===== src/rtl/isect_pkg.sv =====
package isect_pkg;
  // Strobes passed from control to datapath each cycle.
  typedef struct packed {
    logic clr;   // wipe storage and result
    logic wrA;   // store loadData into first list
    logic wrB;   // store loadData into second list
  } isectStrb_t;
endpackage


===== src/rtl/isect_ctrl.sv =====
module isect_ctrl
  import isect_pkg::*;
#(
  parameter int LEN_A = 20,
  parameter int LEN_B = 30,
  parameter int IDX_W = 5
) (
  input  logic             clk,
  input  logic             rst_n,
  input  logic             clearIn,
  input  logic             loadValid,
  input  logic             loadSel,
  output isectStrb_t       strb,
  output logic [IDX_W-1:0] wrIdx,
  output logic             done,
  output logic             ovfErr
);
  localparam int CA_W = $clog2(LEN_A + 1);
  localparam int CB_W = $clog2(LEN_B + 1);

  logic [CA_W-1:0] cntA;
  logic [CB_W-1:0] cntB;
  logic            roomA, roomB, takeA, takeB, overflow;

  assign roomA    = (cntA != CA_W'(LEN_A));
  assign roomB    = (cntB != CB_W'(LEN_B));
  assign takeA    = !clearIn && loadValid && !loadSel && roomA;
  assign takeB    = !clearIn && loadValid &&  loadSel && roomB;
  assign overflow = !clearIn && loadValid && (loadSel ? !roomB : !roomA);

  assign strb.clr = clearIn;
  assign strb.wrA = takeA;
  assign strb.wrB = takeB;
  assign wrIdx    = loadSel ? IDX_W'(cntB) : IDX_W'(cntA);

  always_ff @(posedge clk or negedge rst_n) begin
    if (!rst_n) begin
      cntA   <= '0;
      cntB   <= '0;
      done   <= 1'b0;
      ovfErr <= 1'b0;
    end else if (clearIn) begin
      cntA   <= '0;
      cntB   <= '0;
      done   <= 1'b0;
      ovfErr <= 1'b0;
    end else begin
      if (takeA) cntA <= cntA + 1'b1;
      if (takeB) cntB <= cntB + 1'b1;
      if (overflow) ovfErr <= 1'b1;
      done <= (takeA && cntA == CA_W'(LEN_A - 1) && cntB == CB_W'(LEN_B)) ||
              (takeB && cntB == CB_W'(LEN_B - 1) && cntA == CA_W'(LEN_A));
    end
  end

  // counts never pass the list lengths
  assert_cnt_bound_R1: assert property (@(posedge clk) disable iff (!rst_n)
    (cntA <= CA_W'(LEN_A)) && (cntB <= CB_W'(LEN_B)));

  // done lasts a single cycle
  assert_done_pulse_R6: assert property (@(posedge clk) disable iff (!rst_n)
    done |=> !done);

  // done only with both lists full
  assert_done_full_R6: assert property (@(posedge clk) disable iff (!rst_n)
    done |-> (cntA == CA_W'(LEN_A)) && (cntB == CB_W'(LEN_B)));

  // a full list keeps its count
  assert_full_hold_R7: assert property (@(posedge clk) disable iff (!rst_n)
    (cntA == CA_W'(LEN_A)) && !clearIn |=> (cntA == CA_W'(LEN_A)));

  // overflow flag holds until clear
  assert_ovf_sticky_R10: assert property (@(posedge clk) disable iff (!rst_n)
    ovfErr && !clearIn |=> ovfErr);
endmodule


===== src/rtl/isect_dpath.sv =====
module isect_dpath
  import isect_pkg::*;
#(
  parameter int LEN_A  = 20,
  parameter int LEN_B  = 30,
  parameter int DATA_W = 8,
  parameter int IDX_W  = 5
) (
  input  logic              clk,
  input  logic              rst_n,
  input  isectStrb_t        strb,
  input  logic [IDX_W-1:0]  wrIdx,
  input  logic [DATA_W-1:0] loadData,
  output logic [DATA_W-1:0] resultData,
  output logic              resultValid,
  output logic              dupErr
);
  logic [LEN_A-1:0] hitA;  // stored first-list entry equals loadData
  logic [LEN_B-1:0] hitB;  // stored second-list entry equals loadData
  logic             anyHit;

  genvar i;
  generate
    for (i = 0; i < LEN_A; i++) begin : g_listA
      logic [DATA_W-1:0] val;
      logic              vld;
      always_ff @(posedge clk or negedge rst_n) begin
        if (!rst_n) begin
          val <= '0;
          vld <= 1'b0;
        end else if (strb.clr) begin
          vld <= 1'b0;
        end else if (strb.wrA && wrIdx == IDX_W'(i)) begin
          val <= loadData;
          vld <= 1'b1;
        end
      end
      assign hitA[i] = vld && (val == loadData);
    end
    for (i = 0; i < LEN_B; i++) begin : g_listB
      logic [DATA_W-1:0] val;
      logic              vld;
      always_ff @(posedge clk or negedge rst_n) begin
        if (!rst_n) begin
          val <= '0;
          vld <= 1'b0;
        end else if (strb.clr) begin
          vld <= 1'b0;
        end else if (strb.wrB && wrIdx == IDX_W'(i)) begin
          val <= loadData;
          vld <= 1'b1;
        end
      end
      assign hitB[i] = vld && (val == loadData);
    end
  endgenerate

  // A byte is compared only with the opposite list
  assign anyHit = (strb.wrA && |hitB) || (strb.wrB && |hitA);

  always_ff @(posedge clk or negedge rst_n) begin
    if (!rst_n) begin
      resultData  <= '0;
      resultValid <= 1'b0;
      dupErr      <= 1'b0;
    end else if (strb.clr) begin
      resultData  <= '0;
      resultValid <= 1'b0;
      dupErr      <= 1'b0;
    end else if (anyHit) begin
      if (resultValid) begin
        dupErr <= 1'b1;
      end else begin
        resultData  <= loadData;
        resultValid <= 1'b1;
      end
    end
  end

  // a captured value is held until clear
  assert_result_hold_R5: assert property (@(posedge clk) disable iff (!rst_n)
    resultValid && !strb.clr |=> resultValid && $stable(resultData));

  // no value is shown without the valid flag
  assert_zero_idle_R4: assert property (@(posedge clk) disable iff (!rst_n)
    !resultValid |-> resultData == '0);

  // clear empties the result
  assert_clear_R8: assert property (@(posedge clk) disable iff (!rst_n)
    strb.clr |=> !resultValid && !dupErr);

  // duplicate-match flag holds until clear
  assert_dup_sticky_R10: assert property (@(posedge clk) disable iff (!rst_n)
    dupErr && !strb.clr |=> dupErr);

  // one write strobe at most per cycle
  assert_one_write_R1: assert property (@(posedge clk) disable iff (!rst_n)
    !(strb.wrA && strb.wrB));
endmodule


===== src/rtl/set_isect_finder.sv =====
module set_isect_finder
  import isect_pkg::*;
#(
  parameter int LEN_A  = 20,
  parameter int LEN_B  = 30,
  parameter int DATA_W = 8
) (
  input  logic              clk,
  input  logic              rst_n,
  input  logic              clearIn,
  input  logic              loadValid,
  input  logic              loadSel,
  input  logic [DATA_W-1:0] loadData,
  output logic [DATA_W-1:0] resultData,
  output logic              resultValid,
  output logic              done,
  output logic              protoErr
);
  localparam int MAX_LEN = (LEN_A > LEN_B) ? LEN_A : LEN_B;
  localparam int IDX_W   = (MAX_LEN > 1) ? $clog2(MAX_LEN) : 1;

  isectStrb_t       strb;
  logic [IDX_W-1:0] wrIdx;
  logic             ovfErr, dupErr;

  isect_ctrl #(.LEN_A(LEN_A), .LEN_B(LEN_B), .IDX_W(IDX_W)) u_ctrl (
    .clk(clk), .rst_n(rst_n), .clearIn(clearIn), .loadValid(loadValid),
    .loadSel(loadSel), .strb(strb), .wrIdx(wrIdx), .done(done), .ovfErr(ovfErr)
  );

  isect_dpath #(.LEN_A(LEN_A), .LEN_B(LEN_B), .DATA_W(DATA_W), .IDX_W(IDX_W)) u_dpath (
    .clk(clk), .rst_n(rst_n), .strb(strb), .wrIdx(wrIdx), .loadData(loadData),
    .resultData(resultData), .resultValid(resultValid), .dupErr(dupErr)
  );

  assign protoErr = ovfErr || dupErr;
endmodule


===== config.mk =====
export PLATFORM = sky130hd
export DESIGN_NAME = set_isect_finder
export DESIGN_NICKNAME = d
export VERILOG_FILES = /design/src/rtl/isect_pkg.sv /design/src/rtl/isect_ctrl.sv /design/src/rtl/isect_dpath.sv /design/src/rtl/set_isect_finder.sv
export SDC_FILE = /design/constraint.sdc
export NUM_CORES = 1
export LEC_CHECK = 0
export ABC_AREA = 1
export BUFFER_PORTS_ARGS = -buffer_cell sky130_fd_sc_hd__buf_2
export CAP_MARGIN = 20
export CORE_UTILIZATION = 45
export DETAILED_ROUTE_END_ITERATION = 8
export PLACE_DENSITY_LB_ADDON = 0.25
export SYNTH_ARGS = -nofsm -noshare
export SYNTH_HDL_FRONTEND = slang
export SYNTH_SLANG_ARGS = --single-unit
export TNS_END_PERCENT = 30

===== constraint.sdc =====
create_clock -name clk -period 2.6 [get_ports clk]
set_clock_uncertainty 0.1 [all_clocks]
set_input_delay 0.26 -clock clk [delete_from_list [all_inputs] [get_ports clk]]
set_output_delay 0.26 -clock clk [all_outputs]
set_load 0.02 [all_outputs]

==> reports/metrics.cfg <==
[status]
status=complete, no violations

[logic_synthesis]
syn_area_um2=23800
netlist_instances=3107
synth_top_area_share_pct=49.62
yosysUniqueCellTypes=39
synth_top_family_by_area=simple AND/OR/NAND/NOR gates
ys_ff_latch=472
ys_seq_area_share_pct=49.62
syn_nets=3125
synth_compound_area_share_pct=12.76
synth_area_per_cell_um2=7.661
synthMuxAreaShare_pct=0
synth_fa_ha_area_share_pct=0.2628
yosys_warnings=0
synthXorXnorAreaFrac_pct=4.269
yosysTopAreaCell=dfrtp_1
synth_area_leaders=dfrtp_1 50%, nand2_1 16%, o21ai_0 7.6%
synth-simple-area-share_pct=24.53

[power]
power_density_nw_per_um2=654.3
p_leak_nw=12.88
peakVddDrop_mv=0.4671
power.total_mw=17.75

[clock_network]
cts_buffers=50
clockRootBuffer=clkbuf_16
clkLatencyLatePin_ns=0.60
cts_setup_buffers=0
clk_pin_slew_ns=0.06
h-tree-depth=2
cts_tree=done
ctsLongestPathBuffers=3
cts.sinks=472

[timing]
period_needed_ns=2.477
setup_ws_ns=0.1225
min_period_over_period_pct=95.29
relSlewSlack_pct=43.49
max_freq_mhz=403.6
hold_viol_final=0
setup_viol_count_final=0
tightestPinTransition_ns=0.8476
drv_slew=0
rsz0062_at_grt=yes
setup_tns_ns=0

[grt]
grt_pass1_wl_um=104900
grt_use_total_pct=24.57
grt_pass1_vias=19430
grt_max_degree=94
gr-total-overflow=0
antenna_found_initial=0

[floorplanning]
dieArea_um2=53820
die_height_um=232.0
die_w_um=232.0
rows=83
io_pins=24
coreArea_um2=51820
initial_utilization_pct=45.93

[detailed_routing]
routed_wl_um=64370
drtIter0Drc=1853
vias=20050
ant_nets=0
wire_per_inst_um=16.71
dr.pass1.iters=6
viasPerCell=5.205
drc=0

[placement]
place_congestion=0.8744
placed_area_um2=25360
io_buffers=23
dp_slack_ns=-0.03536
hpwl_um=41130

[finish]
fillCellCount=4826
utilization_pct=52.35
fin_nets=3150
fin_area_um2=27130
drive_above_1_share_pct=9.587
antenna_cells=0
syn_to_final_growth_pct=13.97

[critical_path]
cp-endpoint=u_dpath.resultData[7]$_DFFE_PN0P_
critPathMaxFanout=29
crit_required_ns=2.99
cp-startpoint=loadData[7]
critPathKind=input port to register
arrival_ns=2.87
cp-start-kind=input port
cp-end-kind=register
r2r_end=u_dpath.g_listA[0].val[7]$_DFFE_PN0P_
r2r_start=u_ctrl.cntA[3]$_DFFE_PN0P_
reg2reg_depth=7
r2r_setup_slack_ns=0.18

[flow_run]
drv_cap=0

[min_path]
worstHoldPathType=input port to register

-- metal layers --
layer  GRT usage, %  routed length (um)  vias to the layer above
met1          34.64               30310                     9640
met4          6.867                1470                        0
met2          39.36               29400                      464
met3          3.512                3193                      101
met5              0                   0                        -
li1               -                   -                     9840
-- cells by family after synthesis --
kind of cell,Yosys count
AND/OR/NAND/NOR,1431
AO/OA/AOI/OAI,587
buffers and inverters,496
flip-flops,472
XOR/XNOR,116
adder cells (fa/ha/maj),5
-- power breakdown --
group          switching [mW]  total, mW  internal (mW)
clock network            3.02       7.22           4.20
registers               0.421       8.34           7.92
logic                    1.34       2.19          0.846
-- synth_stat cells (all sizes together) --
library cell / n
a22oi: 3
xnor2: 32
o31ai: 1
nor3: 15
o21bai: 1
or2: 37
nor2: 191
inv: 313
dfrtp: 472
xor2: 84
nand2: 1022
nand4: 27
a21oi: 56
buf: 76
clkbuf: 107
ha: 5
nor3b: 1
nor4: 1
a31oi: 1
o21ai: 489
o22ai: 27
nand3: 137
o211ai: 9
-- metrics by stage --
| stage | hold slack [ns] | cells |
|---|---|---|
| final | 0.06035 | 3851 |
| after global routing | 0.06357 | 3851 |
| after CTS | 0.03593 | 3850 |
| after detailed placement | 0.1478 | 3755 |
| after global placement | 0.1580 | 3755 |
| after floorplan | -0.1356 | 3107 |
-- cell usage in the layout, fill, tap and decap left out, types with 19 or more instances in the layout --
cell type,Yosys,layout
o21ai_0,360,360
buf_12,0,37
buf_2,56,19
o22ai_1,27,27
a21oi_1,56,56
o21ai_1,124,124
clkbuf_8,0,20
buf_4,14,94
nor2_1,173,173
xor2_1,84,84
dfrtp_1,472,472
xnor2_1,32,32
nand4_1,27,27
clkbuf_16,0,51
nand2_1,1020,1016
inv_1,297,294
nand3_1,132,131
-- worst max-delay path: stages --
cell	delay [ns]
dlygate4sd3_1	0.53
buf_2	0.17
inv_8	0.15
buf_12	0.20
a21oi_1	0.08
nand2_1	0.07
nor2_1	0.05
nand3_1	0.08
nand2_1	0.12
nor2_1	0.14
nand2_1	0.12
nor2_1	0.16
nand2_1	0.15
nand2_1	0.14
nand2_2	0.10
nand2_8	0.14
nand2_1	0.07
nand2_1	0.06
nor2_1	0.04
-- registers in the layout, summed over array words and instances (netlist names) --
signal and count:
u_dpath.g_listB.val 240, u_dpath.g_listA.val 160, u_dpath.g_listB.vld 30, u_dpath.g_listA.vld 20, u_dpath.resultData 8, u_ctrl.cntA 5, u_ctrl.cntB 5, u_ctrl.done 1
u_ctrl.ovfErr 1, u_dpath.dupErr 1, u_dpath.resultValid 1
-- cell type report --
class / count / area, um^2 / area share (%)
clock buffers: 78 / 1556 / 5.738
repair buffers: 156 / 1622 / 5.978
inverters: 313 / 1191 / 4.391
flip-flops and latches: 472 / 11810 / 43.54
clock inverters: 13 / 108.9 / 0.4013
well taps: 680 / 850.8 / 3.137
multi-input cells: 2139 / 9986 / 36.81
-- worst min path at each step --
| stage | start | to | slack, ns | cells past startpoint |
|---|---|---|---|---|
| floorplan | rst_n | u_ctrl.cntA[0]$_DFFE_PN0P_ | -0.14 | 0 |
| global placement | rst_n | u_dpath.g_listA[4].val[6]$_DFFE_PN0P_ | 0.16 | 1 |
| detailed placement | rst_n | u_dpath.g_listA[4].val[6]$_DFFE_PN0P_ | 0.15 | 1 |
| CTS | clearIn | u_dpath.resultData[6]$_DFFE_PN0P_ | 0.04 | 5 |
| global route | clearIn | u_dpath.resultData[6]$_DFFE_PN0P_ | 0.06 | 5 |
| finish | loadData[5] | u_dpath.resultData[5]$_DFFE_PN0P_ | 0.06 | 4 |
-- timing repair --
action	in CTS	in global routing
endpoints found under the setup margin	0	56
gates resized for setup	0	9
hold buffers	4	0
endpoints found under the hold margin	234	0
No activity file was read; power rests on OpenSTA's default activity.
